### src/rtl/sdram_boot_pkg.sv
package sdram_boot_pkg;
   // command code, bit order {cs_n, ras_n, cas_n, we_n}
   typedef enum logic [3:0] {
      CMD_MRS = 4'b0000,
      CMD_REF = 4'b0001,
      CMD_PRE = 4'b0010,
      CMD_NOP = 4'b0111
   } cmd_t;

   typedef enum logic [2:0] {
      ST_PAUSE,
      ST_PRE,
      ST_WAIT_RP,
      ST_REF,
      ST_WAIT_RC,
      ST_MRS,
      ST_WAIT_MRD,
      ST_DONE
   } boot_state_t;
endpackage

### src/rtl/sdram_boot_timer.sv
module sdram_boot_timer #(
   parameter int CNT_W     = 16,
   parameter int RESET_VAL = 1
) (
   input  logic             clk,
   input  logic             rst_n,
   input  logic             load,
   input  logic [CNT_W-1:0] load_val,
   output logic             expired
);
   logic [CNT_W-1:0] cnt;

   always_ff @(posedge clk or negedge rst_n) begin
      if (!rst_n)
         cnt <= CNT_W'(RESET_VAL);
      else if (load)
         cnt <= load_val;
      else if (cnt != '0)
         cnt <= cnt - 1'b1;
   end

   assign expired = (cnt == '0);
endmodule

### src/rtl/sdram_boot_mode_word.sv
module sdram_boot_mode_word #(
   parameter int ADDR_W = 11
) (
   input  logic [2:0]        burst_len,
   input  logic              interleave,
   input  logic [2:0]        read_lat,
   input  logic              single_wr,
   output logic [ADDR_W-1:0] word
);
   localparam int LOW_W = 10;

   logic [LOW_W-1:0] low;
   assign low = {single_wr, 2'b00, read_lat, interleave, burst_len};

   generate
      if (ADDR_W > LOW_W) begin : g_pad
         assign word = {{(ADDR_W-LOW_W){1'b0}}, low};
      end else begin : g_exact
         assign word = low[ADDR_W-1:0];
      end
   endgenerate
endmodule

### src/rtl/sdram_boot_fsm.sv
module sdram_boot_fsm
   import sdram_boot_pkg::*;
#(
   parameter int CNT_W         = 16,
   parameter int TRP_CYC       = 3,
   parameter int TRC_CYC       = 9,
   parameter int TMRD_CYC      = 2,
   parameter int REFRESH_COUNT = 8,
   parameter bit REFRESH_FIRST = 1'b0
) (
   input  logic             clk,
   input  logic             rst_n,
   input  logic             expired,
   output logic             load,
   output logic [CNT_W-1:0] load_val,
   output boot_state_t      state
);
   localparam int REF_W = $clog2(REFRESH_COUNT + 1);
   localparam logic [CNT_W-1:0] LD_RP  = CNT_W'(TRP_CYC - 2);
   localparam logic [CNT_W-1:0] LD_RC  = CNT_W'(TRC_CYC - 2);
   localparam logic [CNT_W-1:0] LD_MRD = CNT_W'(TMRD_CYC - 2);

   boot_state_t nxt;
   boot_state_t after_rp, after_refs, after_mrd;
   logic [REF_W-1:0] refs_left;

   generate
      if (REFRESH_FIRST) begin : g_ref_first
         assign after_rp   = ST_REF;
         assign after_refs = ST_MRS;
         assign after_mrd  = ST_DONE;
      end else begin : g_mrs_first
         assign after_rp   = ST_MRS;
         assign after_refs = ST_DONE;
         assign after_mrd  = ST_REF;
      end
   endgenerate

   always_comb begin
      nxt      = state;
      load     = 1'b0;
      load_val = '0;
      unique case (state)
         ST_PAUSE:    if (expired) nxt = ST_PRE;
         ST_PRE:      begin nxt = ST_WAIT_RP;  load = 1'b1; load_val = LD_RP;  end
         ST_WAIT_RP:  if (expired) nxt = after_rp;
         ST_REF:      begin nxt = ST_WAIT_RC;  load = 1'b1; load_val = LD_RC;  end
         ST_WAIT_RC:  if (expired) nxt = (refs_left != '0) ? ST_REF : after_refs;
         ST_MRS:      begin nxt = ST_WAIT_MRD; load = 1'b1; load_val = LD_MRD; end
         ST_WAIT_MRD: if (expired) nxt = after_mrd;
         ST_DONE:     nxt = ST_DONE;
         default:     nxt = ST_PAUSE;
      endcase
   end

   always_ff @(posedge clk or negedge rst_n) begin
      if (!rst_n) begin
         state     <= ST_PAUSE;
         refs_left <= REF_W'(REFRESH_COUNT);
      end else begin
         state <= nxt;
         if (state == ST_REF)
            refs_left <= refs_left - 1'b1;
      end
   end
endmodule

### src/rtl/sdram_boot_seq.sv
module sdram_boot_seq
   import sdram_boot_pkg::*;
#(
   parameter int ADDR_W        = 11,
   parameter int BANK_W        = 1,
   parameter int CLK_MHZ       = 200,
   parameter int PAUSE_US      = 200,
   parameter int TRP_CYC       = 3,
   parameter int TRC_CYC       = 9,
   parameter int TMRD_CYC      = 2,
   parameter int REFRESH_COUNT = 8,
   parameter bit REFRESH_FIRST = 1'b0
) (
   input  logic              clk,
   input  logic              rst_n,
   input  logic [2:0]        cfg_burst_len,
   input  logic              cfg_interleave,
   input  logic [2:0]        cfg_read_lat,
   input  logic              cfg_single_wr,
   output logic              cs_n,
   output logic              ras_n,
   output logic              cas_n,
   output logic              we_n,
   output logic [ADDR_W-1:0] addr,
   output logic [BANK_W-1:0] ba,
   output logic              cke,
   output logic              dqm,
   output logic              init_done
);
   localparam int PAUSE_CYC = CLK_MHZ * PAUSE_US;
   localparam int WAIT_MAX  = (TRC_CYC > TRP_CYC) ?
                              ((TRC_CYC > TMRD_CYC) ? TRC_CYC : TMRD_CYC) :
                              ((TRP_CYC > TMRD_CYC) ? TRP_CYC : TMRD_CYC);
   localparam int CNT_MAX   = (PAUSE_CYC > WAIT_MAX) ? PAUSE_CYC : WAIT_MAX;
   localparam int CNT_W     = $clog2(CNT_MAX + 1);
   localparam int ALL_BANKS_BIT = 10;

   generate
      if (ADDR_W < ALL_BANKS_BIT + 1) begin : g_bad_addr
         $error("ADDR_W must reach the all-banks bit");
      end
      if (REFRESH_COUNT < 8) begin : g_bad_refs
         $error("REFRESH_COUNT must be at least 8");
      end
      if (TRP_CYC < 2 || TRC_CYC < 2 || TMRD_CYC < 2) begin : g_bad_wait
         $error("wait cycle counts must be at least 2");
      end
      if (PAUSE_CYC < 1) begin : g_bad_pause
         $error("pause must be at least one cycle");
      end
   endgenerate

   logic             expired, load;
   logic [CNT_W-1:0] load_val;
   logic [ADDR_W-1:0] mode_word;
   boot_state_t      state;
   cmd_t             cmd;
   logic             pausing;

   sdram_boot_timer #(
      .CNT_W     (CNT_W),
      .RESET_VAL (PAUSE_CYC - 1)
   ) u_timer (
      .clk      (clk),
      .rst_n    (rst_n),
      .load     (load),
      .load_val (load_val),
      .expired  (expired)
   );

   sdram_boot_fsm #(
      .CNT_W         (CNT_W),
      .TRP_CYC       (TRP_CYC),
      .TRC_CYC       (TRC_CYC),
      .TMRD_CYC      (TMRD_CYC),
      .REFRESH_COUNT (REFRESH_COUNT),
      .REFRESH_FIRST (REFRESH_FIRST)
   ) u_fsm (
      .clk      (clk),
      .rst_n    (rst_n),
      .expired  (expired),
      .load     (load),
      .load_val (load_val),
      .state    (state)
   );

   sdram_boot_mode_word #(.ADDR_W(ADDR_W)) u_mode (
      .burst_len  (cfg_burst_len),
      .interleave (cfg_interleave),
      .read_lat   (cfg_read_lat),
      .single_wr  (cfg_single_wr),
      .word       (mode_word)
   );

   always_comb begin
      cmd  = CMD_NOP;
      addr = '0;
      unique case (state)
         ST_PRE: begin cmd = CMD_PRE; addr[ALL_BANKS_BIT] = 1'b1; end
         ST_REF: cmd = CMD_REF;
         ST_MRS: begin cmd = CMD_MRS; addr = mode_word; end
         default: cmd = CMD_NOP;
      endcase
   end

   assign {cs_n, ras_n, cas_n, we_n} = cmd;
   assign ba        = '0;
   assign cke       = 1'b1;   // held high from reset onward
   assign init_done = (state == ST_DONE);
   assign dqm       = ~init_done;
   assign pausing   = (state == ST_PAUSE);
endmodule


### config.mk
export PLATFORM = sky130hd
export DESIGN_NAME = sdram_boot_seq
export DESIGN_NICKNAME = d
export VERILOG_FILES = /design/src/rtl/sdram_boot_pkg.sv /design/src/rtl/sdram_boot_timer.sv /design/src/rtl/sdram_boot_mode_word.sv /design/src/rtl/sdram_boot_fsm.sv /design/src/rtl/sdram_boot_seq.sv
export SDC_FILE = /design/constraint.sdc
export NUM_CORES = 1
export LEC_CHECK = 0
export ABC_CLOCK_PERIOD_IN_PS = 2750
export BUFFER_PORTS_ARGS = -buffer_cell sky130_fd_sc_hd__buf_2
export CAP_MARGIN = 20
export CORE_ASPECT_RATIO = 0.75
export CORE_UTILIZATION = 61
export CTS_BUF_LIST = sky130_fd_sc_hd__clkbuf_8
export CTS_CLUSTER_DIAMETER = 80
export DETAILED_ROUTE_END_ITERATION = 8
export GPL_ROUTABILITY_DRIVEN = 0
export PLACE_DENSITY_LB_ADDON = 0.1
export SETUP_SLACK_MARGIN = 0.02
export SYNTH_ARGS = -nofsm -noshare
export SYNTH_HDL_FRONTEND = slang
export SYNTH_SLANG_ARGS = --single-unit
### constraint.sdc
create_clock -name clk -period 2.75 [get_ports clk]
set_input_delay 0.55 -clock clk [delete_from_list [all_inputs] [get_ports clk]]
set_output_delay 0.55 -clock clk [all_outputs]
set_load 0.02 [all_outputs]
==> metrics.txt <==
status complete, no violations; Initial Util 68.2%; fin area 1610 sq um; depth of the CTS H-tree 1; hold buffers post-CTS 0; switch share 21.3%; cells after synthesis 150; Syn-to-layout area delta 11.2%; worst-skew pair later-pin latency 0.26 ns; Layout Skew 0.00549 ns; Worst path slowest cell nor2_1; Syn Area/Cell 9.64 sq um; reg2reg setup slack 0.79 ns; Num CTS Buffers 3; Seq/Total Area, Yosys 40.7%; kind of critical path flip-flop to primary output; clock power share 37.0%; Post-synth EDFFs 0; Synth top area share 20.8%; Max-Cap Viols 0; Hold WC Path Type input port to asynchronous set/reset pin; Setup TNS Final 0 ns; worst setup path startpoint u_fsm.state[0]; Worst-Margin Slew 0.686 ns; number of global-route vias before repair 1099; Reg2Reg Depth 6; cell taking the most area after synthesis dfrtp_1; Period minus WS final 2.35 ns; Post-Synth Adder-Cell Area 1.73%; Syn. warnings 0; pwr/cell area 352 nW/um^2; CP peak stage delay 0.55 ns; total gr overflow 0; count leader, synth nand2_1; CTS sink cnt 23; FFs w/ async S/R, synth 100%; Final setup viols 0; largest net degree at the start of global routing 24; Site Rows 14; XOR/XNOR share of the synthesized area 3.03%; cells along the critical path inv_1 > nor2_1 > and3_1 > buf_2; layout cell share with drive strength beyond 1 29.2%; IO buf count 23; Starting DRT DRC Count 53; dpl cells 199; post-DR wirelength/cell 14.8 um; max-slew violations 0; Post-route DRC 0; crit path max fanout 13; Die W 58.2 um; antenna violations before repair 0; clock root buffer clkbuf_8; slew margin rel. 54.1%; cts repair resizes 0; mux contribution to synthesized area 2.77%; unrepaired setup endpoints after global routing false; main combinational cell family by area after synthesis simple AND/OR/NAND/NOR gates; simple-gate area share of the yosys netlist 30.5%; sequential power share 59.9%; Global Route Usage Sum 26.1%; die area 2570 sq um; synthesized area 1450 sq um; first-pass GRT wire length 5060 um; Hold Fails Final Rpt 0; maximum buffer depth of the clock tree 2; Net Sw Power 120 uW; Period Utilization, post-route 85.4%; crit path to addr[2]; CP required 2.20 ns; Avg Vias per Cell 5.87; top_reg_cell synth dfrtp_1; Worst R2R End u_timer.cnt[14]; most frequent cells after synthesis nand2_1 (13), dfrtp_1 (12), a21oi_1 (11), dfstp_2 (11); postcts setup bufs 0; Critical Path AT 1.80 ns; detailed placement HPWL 2310 um; first-pass iteration count of the detailed router 4; flip-flop and latch count after synthesis 23; diode count 0; hold slack 0.238 ns; Post-DRT Antenna Nets 0; vias 1191; CP Capture Type primary output; CP Launch Type flip-flop; Core Util, Final 75.9%; dpl cell area 1560 sq um; worst r2r src u_timer.cnt[0]; VDD IR max 0.000442 V; Area contributors post-synth dfrtp_1 (21%), dfstp_2 (20%), a21oi_1 (3.8%); Core ar. 2120 sq um; Pleak 0.748 nW; clock slew at reported path FFs 0.08 ns; Final nets 184; internal power 446 uW; combinational cell fraction of total power 3.1%; Yosys cell types 43; Synth Area in Compound Gates 14.9%; Non-Filler Instances 203; I/O pins 29; TritonCTS clock tree built; final WL 3010 um; Die Ht 44.2 um; fmax 426 MHz
==> kinds of logic after synthesis <==
| logic type | after synthesis |
|---|---|
| XOR/XNOR | 5 |
| flip-flops | 23 |
| multiplexers | 4 |
| other | 2 |
| AND/OR/NAND/NOR | 64 |
| AO/OA/AOI/OAI | 33 |
| buffers and inverters | 17 |
| adder cells (fa/ha/maj) | 2 |
==> worst max-delay path: cells and delay by family (launching register included) <==
kind | cells | cell delay, ns
simple gates | 2 | 0.81
flops | 1 | 0.45
buf+inv | 2 | 0.28
==> worst min path at each step <==
stage                       startpoint                 end  slack, ns  cells past startpoint
global placement    u_fsm.refs_left[1]  u_fsm.refs_left[1]       0.49                      2
floorplan                        rst_n  u_fsm.refs_left[0]       0.25                      0
detailed placement  u_fsm.refs_left[2]  u_fsm.refs_left[2]       0.50                      1
global route                     rst_n      u_fsm.state[2]       0.27                      1
finish                           rst_n      u_fsm.state[2]       0.24                      1
CTS                              rst_n      u_fsm.state[2]       0.25                      1
==> power groups by stage <==
stage | combinational (mW) | clock [mW] | sequential [mW]
final | 0.0178 | 0.209 | 0.339
after global routing | 0.0202 | 0.224 | 0.339
after CTS | 0.0181 | 0.215 | 0.339
after detailed placement | 0.0181 | 0 | 0.345
after global placement | 0.0176 | 0 | 0.345
after floorplan | 0.0114 | 0 | 0.345
==> layout make-up <==
class / count / area, sq um
clock buffers: 3 / 41.3
clock inverters: 1 / 7.51
fillers: 138 / 512
inverters: 8 / 30.0
multi-input cells: 113 / 785
flip-flops and latches: 23 / 589
well taps: 32 / 40.0
repair buffers: 23 / 115
==> state kept, by name (all words and copies together), names as in the netlist <==
register / cells
u_fsm.refs_left: 4
u_fsm.state: 3
u_timer.cnt: 16
==> cell usage in the layout (no fill, tap or decap), drive strengths merged, types with 3 or more instances in the layout <==
cell     n
a21oi   12
and3     8
buf     23
clkbuf   3
conb     5
dfrtp   12
dfstp   11
inv      8
mux2i    4
nand2   13
nand2b   6
nor2     8
nor4     6
nor4b    3
o21ai    8
o311ai   3
o31ai    4
o41ai    3
or4      4
xnor2    3
==> stage by stage <==
stage	setup slack [ns]	power (mW)
floorplan	0.837	0.356
global placement	0.806	0.362
detailed placement	0.711	0.363
CTS	0.420	0.572
global route	0.245	0.583
finish	0.401	0.566
==> layer usage <==
| metal | share of wire [%] | up-vias | routed length [um] | GRT usage [%] |
|---|---|---|---|---|
| li1 | - | 589 | - | - |
| met1 | 46 | 559 | 1380 | 38.1 |
| met5 | 0 | - | 0 | 0 |
| met2 | 47 | 39 | 1430 | 38.2 |
| met4 | 0.63 | 0 | 19 | 8.57 |
| met3 | 6.1 | 4 | 183 | 6.73 |
Note: power is estimated with default switching activity, not from simulation.
